[src/rtl/lcdq_pkg.sv]
package lcdq_pkg;
  typedef enum logic [1:0] {
    LV_LOW  = 2'b00,
    LV_MID  = 2'b01,
    LV_HIGH = 2'b10,
    LV_REL  = 2'b11
  } lvl_e;
  localparam int NCOM = 4;
endpackage

[src/rtl/lcdq_timebase.sv]
module lcdq_timebase #(
  parameter int SLOT_CLKS = 250
) (
  input  logic       clk,
  input  logic       rst_n,
  input  logic       hold,
  output logic [1:0] slot,
  output logic       inv,
  output logic       run,
  output logic       bnd
);
  localparam int CNT_W = (SLOT_CLKS > 1) ? $clog2(SLOT_CLKS) : 1;
  localparam logic [CNT_W-1:0] LAST = CNT_W'(SLOT_CLKS - 1);

  logic [CNT_W-1:0] cnt_q;

  assign bnd = !hold && (cnt_q == LAST);

  // slot 3 / inverted at reset so the first boundary enters slot 0 of a normal frame
  always_ff @(posedge clk or negedge rst_n) begin
    if (!rst_n) begin
      cnt_q <= '0;
      slot  <= 2'd3;
      inv   <= 1'b1;
      run   <= 1'b0;
    end else if (!hold) begin
      if (cnt_q == LAST) begin
        cnt_q <= '0;
        slot  <= slot + 2'd1;
        if (slot == 2'd3) inv <= ~inv;
        run   <= 1'b1;
      end else begin
        cnt_q <= cnt_q + 1'b1;
      end
    end
  end


  slot_step_chk: assert property (@(posedge clk) disable iff (!rst_n)
    (slot != $past(slot)) |-> ($past(cnt_q) == LAST && !$past(hold)));


  inv_frame_chk: assert property (@(posedge clk) disable iff (!rst_n)
    (inv != $past(inv)) |-> (slot == 2'd0));


  hold_freeze_chk: assert property (@(posedge clk) disable iff (!rst_n)
    hold |=> (cnt_q == $past(cnt_q) && slot == $past(slot)));
endmodule

[src/rtl/lcdq_segram.sv]
module lcdq_segram #(
  parameter int NUM_SEG = 20,
  localparam int IDX_W = $clog2(NUM_SEG)
) (
  input  logic               clk,
  input  logic               rst_n,
  input  logic               we,
  input  logic [IDX_W-1:0]   widx,
  input  logic [3:0]         wbits,
  input  logic               bnd,
  input  logic [1:0]         nslot,
  output logic [NUM_SEG-1:0] col
);
  logic [3:0] mem_q [NUM_SEG];

  always_ff @(posedge clk or negedge rst_n) begin
    if (!rst_n) begin
      for (int i = 0; i < NUM_SEG; i++) mem_q[i] <= '0;
      col <= '0;
    end else begin
      for (int i = 0; i < NUM_SEG; i++)
        if (we && widx == IDX_W'(i)) mem_q[i] <= wbits;
      if (bnd)
        for (int i = 0; i < NUM_SEG; i++) col[i] <= mem_q[i][nslot];
    end
  end


  col_on_boundary_chk: assert property (@(posedge clk) disable iff (!rst_n)
    (col != $past(col)) |-> $past(bnd));
endmodule

[src/rtl/lcdq_encode.sv]
module lcdq_encode
  import lcdq_pkg::*;
#(
  parameter int NUM_SEG = 20
) (
  input  logic [1:0]           slot,
  input  logic                 inv,
  input  logic                 run,
  input  logic [NUM_SEG-1:0]   col,
  output logic [2*NCOM-1:0]    com_code,
  output logic [2*NUM_SEG-1:0] seg_code
);
  logic [1:0] same_lv, opp_lv;

  always_comb begin
    same_lv = inv ? LV_LOW : LV_HIGH;
    opp_lv  = inv ? LV_HIGH : LV_LOW;
    for (int c = 0; c < NCOM; c++) begin
      if (!run)                com_code[2*c +: 2] = LV_LOW;
      else if (slot == 2'(c))  com_code[2*c +: 2] = same_lv;
      else                     com_code[2*c +: 2] = LV_MID;
    end
    for (int i = 0; i < NUM_SEG; i++) begin
      if (!run)        seg_code[2*i +: 2] = LV_LOW;
      else if (col[i]) seg_code[2*i +: 2] = opp_lv;
      else             seg_code[2*i +: 2] = same_lv;
    end
  end
endmodule

[src/rtl/lcd_quad_drv.sv]
module lcd_quad_drv
  import lcdq_pkg::*;
#(
  parameter int NUM_SEG   = 20,
  parameter int SLOT_CLKS = 250,
  parameter int NUM_GRP   = 2,
  parameter int GRP_BASE  = 12,
  localparam int NSH   = 4 * NUM_GRP,
  localparam int IDX_W = $clog2(NUM_SEG)
) (
  input  logic                 clk,
  input  logic                 rst_n,
  input  logic                 backup,
  input  logic                 wr_valid,
  output logic                 wr_ready,
  input  logic [IDX_W-1:0]     wr_idx,
  input  logic [3:0]           wr_bits,
  input  logic                 cfg_we,
  input  logic [NUM_GRP-1:0]   cfg_gpio,
  input  logic [NSH-1:0]       gp_out,
  input  logic [NSH-1:0]       gp_oe,
  output logic [2*NCOM-1:0]    com_lvl,
  output logic [2*NUM_SEG-1:0] seg_lvl,
  output logic [NSH-1:0]       gp_in_en
);
  logic [1:0]           slot;
  logic                 inv, run, bnd;
  logic [NUM_SEG-1:0]   col;
  logic [2*NCOM-1:0]    enc_com;
  logic [2*NUM_SEG-1:0] enc_seg;
  logic [NUM_GRP-1:0]   grp_q;
  logic                 awake_q;
  logic [NUM_SEG-1:0]   seg_rel, seg_mode;
  logic [NCOM-1:0]      com_nonmid;

  always_ff @(posedge clk or negedge rst_n) begin
    if (!rst_n) begin
      grp_q   <= '0;
      awake_q <= 1'b0;
    end else begin
      awake_q <= 1'b1;
      if (cfg_we) grp_q <= cfg_gpio;
    end
  end

  assign wr_ready = awake_q && !backup;

  lcdq_timebase #(.SLOT_CLKS(SLOT_CLKS)) tb_i (
    .clk(clk), .rst_n(rst_n), .hold(backup),
    .slot(slot), .inv(inv), .run(run), .bnd(bnd)
  );

  lcdq_segram #(.NUM_SEG(NUM_SEG)) ram_i (
    .clk(clk), .rst_n(rst_n), .we(wr_valid && wr_ready),
    .widx(wr_idx), .wbits(wr_bits), .bnd(bnd),
    .nslot(slot + 2'd1), .col(col)
  );

  lcdq_encode #(.NUM_SEG(NUM_SEG)) enc_i (
    .slot(slot), .inv(inv), .run(run), .col(col),
    .com_code(enc_com), .seg_code(enc_seg)
  );

  assign com_lvl = backup ? '0 : enc_com;

  for (genvar c = 0; c < NCOM; c++) begin : g_com
    assign com_nonmid[c] = (com_lvl[2*c +: 2] != LV_MID);
  end

  for (genvar i = 0; i < NUM_SEG; i++) begin : g_seg
    if (i >= GRP_BASE && i < GRP_BASE + NSH) begin : g_shared
      localparam int J = i - GRP_BASE;
      localparam int G = J / 4;
      always_comb begin
        if (grp_q[G])
          seg_lvl[2*i +: 2] = (backup || !gp_oe[J]) ? LV_REL
                            : (gp_out[J] ? LV_HIGH : LV_LOW);
        else
          seg_lvl[2*i +: 2] = backup ? LV_LOW : enc_seg[2*i +: 2];
      end
      assign gp_in_en[J] = grp_q[G] && !gp_oe[J] && !backup;
      assign seg_mode[i] = !grp_q[G];
    end else begin : g_plain
      assign seg_lvl[2*i +: 2] = backup ? LV_LOW : enc_seg[2*i +: 2];
      assign seg_mode[i] = 1'b1;
    end
    assign seg_rel[i] = (seg_lvl[2*i +: 2] == LV_REL);
  end


  one_common_sel_chk: assert property (@(posedge clk) disable iff (!rst_n)
    (run && !backup) |-> ($countones(com_nonmid) == 1));


  seg_mode_driven_chk: assert property (@(posedge clk) disable iff (!rst_n)
    (seg_rel & seg_mode) == '0);


  idle_low_chk: assert property (@(posedge clk) disable iff (!rst_n)
    !run |-> (com_lvl == '0));
endmodule

[config.mk]
export PLATFORM = sky130hd
export DESIGN_NAME = lcd_quad_drv
export DESIGN_NICKNAME = d
export VERILOG_FILES = /design/src/rtl/lcdq_pkg.sv /design/src/rtl/lcdq_timebase.sv /design/src/rtl/lcdq_segram.sv /design/src/rtl/lcdq_encode.sv /design/src/rtl/lcd_quad_drv.sv
export SDC_FILE = /design/constraint.sdc
export NUM_CORES = 1
export LEC_CHECK = 0
export ABC_AREA = 1
export CAP_MARGIN = 40
export CORE_MARGIN = 8
export CORE_UTILIZATION = 50
export CTS_BUF_LIST = sky130_fd_sc_hd__clkbuf_8
export DETAILED_ROUTE_END_ITERATION = 8
export PLACE_DENSITY = 0.73
export SLEW_MARGIN = 10
export SYNTH_ARGS = -nofsm -noshare
export SYNTH_HDL_FRONTEND = slang
export SYNTH_HIERARCHICAL = 1
export SYNTH_SLANG_ARGS = --single-unit
[constraint.sdc]
create_clock -name clk -period 1.97 [get_ports clk]
set_input_delay 0.2955 -clock clk [delete_from_list [all_inputs] [get_ports clk]]
set_output_delay 0.2955 -clock clk [all_outputs]
set_load 0.05 [all_outputs]
==> flow_summary.ini <==
[clocking]
clkTransAtPathRegs_ns = 0.07
clock-sinks = 115
cts_tree = yes
clock_path_buffers = 2
cts_buffers = 17
root_buffer = clkbuf_8
clkLatencyLatePin_ns = 0.42
htreeDepth = 4

[power]
peakVddDrop_v = 0.000390
powerDensity_nw_per_um2 = 734
power.leakage_nw = 4.64
power_w = 0.00632

[global_routing]
grt_usage_pct = 19.9
grt_max_degree = 41
grt_antenna_before_repair = 0
grt_pass1_wl_um = 28500
overflow = 0
grt_pass1_vias = 5923

[yosys]
yosysUniqueCellTypes = 28
ys_async_sr_fraction_pct = 100
synth_top_area_share_pct = 41.6
syn_inst = 1034
synth-edff-count = 0
yosysWarningCount = 6
synth_top_cell_by_area = dfrtp_1
avgSynthCellArea_sq_um = 6.51
ys_seq_elements = 115
synth_common_cells = nand2_1 (469), inv_1 (149), dfrtp_1 (112)
seq_area_frac_synth_pct = 42.8
synth.area.top_cells = dfrtp_1 (42%), nand2_1 (26%), inv_1 (8.3%)
ys.flop_type = dfrtp_1
syn_area_sq_um = 6740
synth_most_common_cell = nand2_1

[hold_path]
hold_path_class = in -> async

[timing]
timing.fmax_mhz = 512
setup_viol = 0
relSlewSlack_pct = 39.9
final_max_slew_viol_count = 0
worst_pin_slew_ns = 0.898
fin_crit_sh_pct = 99.2
final_hold_viol_count = 0
finalCriticalPeriod_ns = 1.95
rsz0062_at_grt = yes
holdWs_ns = 0.399
finalClockSkew_ns = 0.00788

[job]
maxCapViolations = 0

[layout]
diodes = 0
drive_gt1_share_pct = 14.8
multiInputGateArea_sq_um = 3150
syn_to_final_growth_pct = 27.8
final-instance-count-excl-fill = 1315
layout.nets = 1161
fillCellCount = 1204
regArea_sq_um = 2880

[place]
hpwlAfterDp_um = 12000
io_buffers = 76
place_congestion = 0.854
placed_cells_incl_taps = 1273

[floorplanning]
fp.dieArea_sq_um = 17400
core_sq_um = 13200
die_h_um = 132
initial_core_util_pct = 51.1
ios = 89
num_rows = 42
die_w_um = 132

[setup_path]
crit_fanout = 39
critPathLaunch = tb_i/inv
end_kind = output pin
cp.arrival_ns = 1.66
worst-setup-path-type = reg -> out
start_kind = flop
required_ns = 1.67
worst_r2r_startpoint = tb_i/cnt_q[1]

[detailed_routing]
dr_total_vias = 6258
wl_per_cell_um = 13.0
drt_iter0_drc = 380
wl_um = 17100
postRouteAntennaNets = 0
drcViolationCount = 0
avgViaCountPerCell = 4.76
drt_first_pass_iters = 7

[outcome]
status = finished clean
[cell type report]
type | count | share of cell area (%)
Multi-Input combinational cell | 731 | 36.6
Sequential cell | 115 | 33.5
Timing Repair Buffer | 107 | 16.0
Inverter | 153 | 6.80
Clock buffer | 22 | 3.52
Tap cell | 176 | 2.56
Clock inverter | 10 | 0.944
Timing Repair inverter | 1 | 0.0872
[cell families after synthesis]
group,count (synthesis),share of synthesized area [%]
adders and majority gates,3,0.557
DFF,115,42.8
AOI/OAI and AO/OA,47,3.51
other,2,0.111
buffers and inverters,207,13.4
xor gates and xnor gates,2,0.260
and+or+nand+nor,658,39.3
[worst paths after layout]
path,slack (ns),endpoint,cells past startpoint
worst max-delay path,0.02,seg_lvl[11],7
worst min-delay path,0.40,ram_i/mem_q[39],2
worst max register to register,0.08,ram_i/col[16],11
worst min register to register,0.48,ram_i/mem_q[21],2
max in group asynchronous,1.00,ram_i/mem_q[54],3
min in group clk,0.43,grp_q[0],3
[repair_timing]
item | CTS | global route
gates resized for setup | 27 | 17
hold buffers | 1 | 0
hold endpoints to repair | 32 | 0
gates cloned | 0 | 1
setup endpoints to repair | 26 | 47
buffers inserted | 6 | 2
pin swaps | 0 | 2
[metrics by stage]
| stage | cell area [sq um] | worst slack (ns) | util (%) | setup TNS, ns |
|---|---|---|---|---|
| after floorplan | 6810 | 0.0779 | - | 0 |
| after global placement | 8000 | 0.0790 | 60.7 | 0 |
| after detailed placement | 8000 | 0.0481 | 60.7 | 0 |
| after CTS | 8530 | -0.00482 | 64.7 | -0.0130 |
| after global routing | 8610 | -0.106 | 65.3 | -2.20 |
| final | 8610 | 0.0154 | 65.3 | 0 |
[flip-flops by register name, summed over array words and instances (netlist names)]
register	count
tb_i/run	1
tb_i/inv	1
tb_i/cnt_q	8
ram_i/mem_q	80
grp_q	2
tb_i/slot	2
ram_i/col	20
awake_q	1
[cells in the final DEF (no fill, tap or decap), types with 8 or more instances in the layout]
cell type        instances
nand2_1                466
clkdlybuf4s50_1         29
nand2_2                  8
nor2_2                  17
o21ai_0                 36
dfrtp_1                112
buf_12                  40
buf_4                   35
clkbuf_8                22
nor2_4                  11
nand3_1                 45
conb_1                  21
inv_1                  149
nand3_2                 11
nor2_1                  92
[metal layers]
metal / vias to the layer above / wire length (um) / track usage (%)
li1: 3204 / - / -
met2: 210 / 7910 / 32.2
met1: 2833 / 8050 / 25.9
met4: 0 / 119 / 5.68
met3: 11 / 1030 / 4.65
met5: - / 0 / 0
[worst max-delay path: stages (launching register included)]
cell	delay [ns]
dfstp_2	0.58
inv_8	0.10
nand2_1	0.07
nand2_1	0.04
nor2_1	0.10
inv_1	0.08
nor2_4	0.11
buf_12	0.14
[report_power, final]
| part | total, W | switching, W | internal, W |
|---|---|---|---|
| clock network | 0.00205 | 0.000899 | 0.00115 |
| registers | 0.00275 | 0.000164 | 0.00258 |
| logic | 0.00153 | 0.000940 | 0.000589 |
| total | 0.00632 | 0.00200 | 0.00432 |
(Power assumes the default switching activity.)
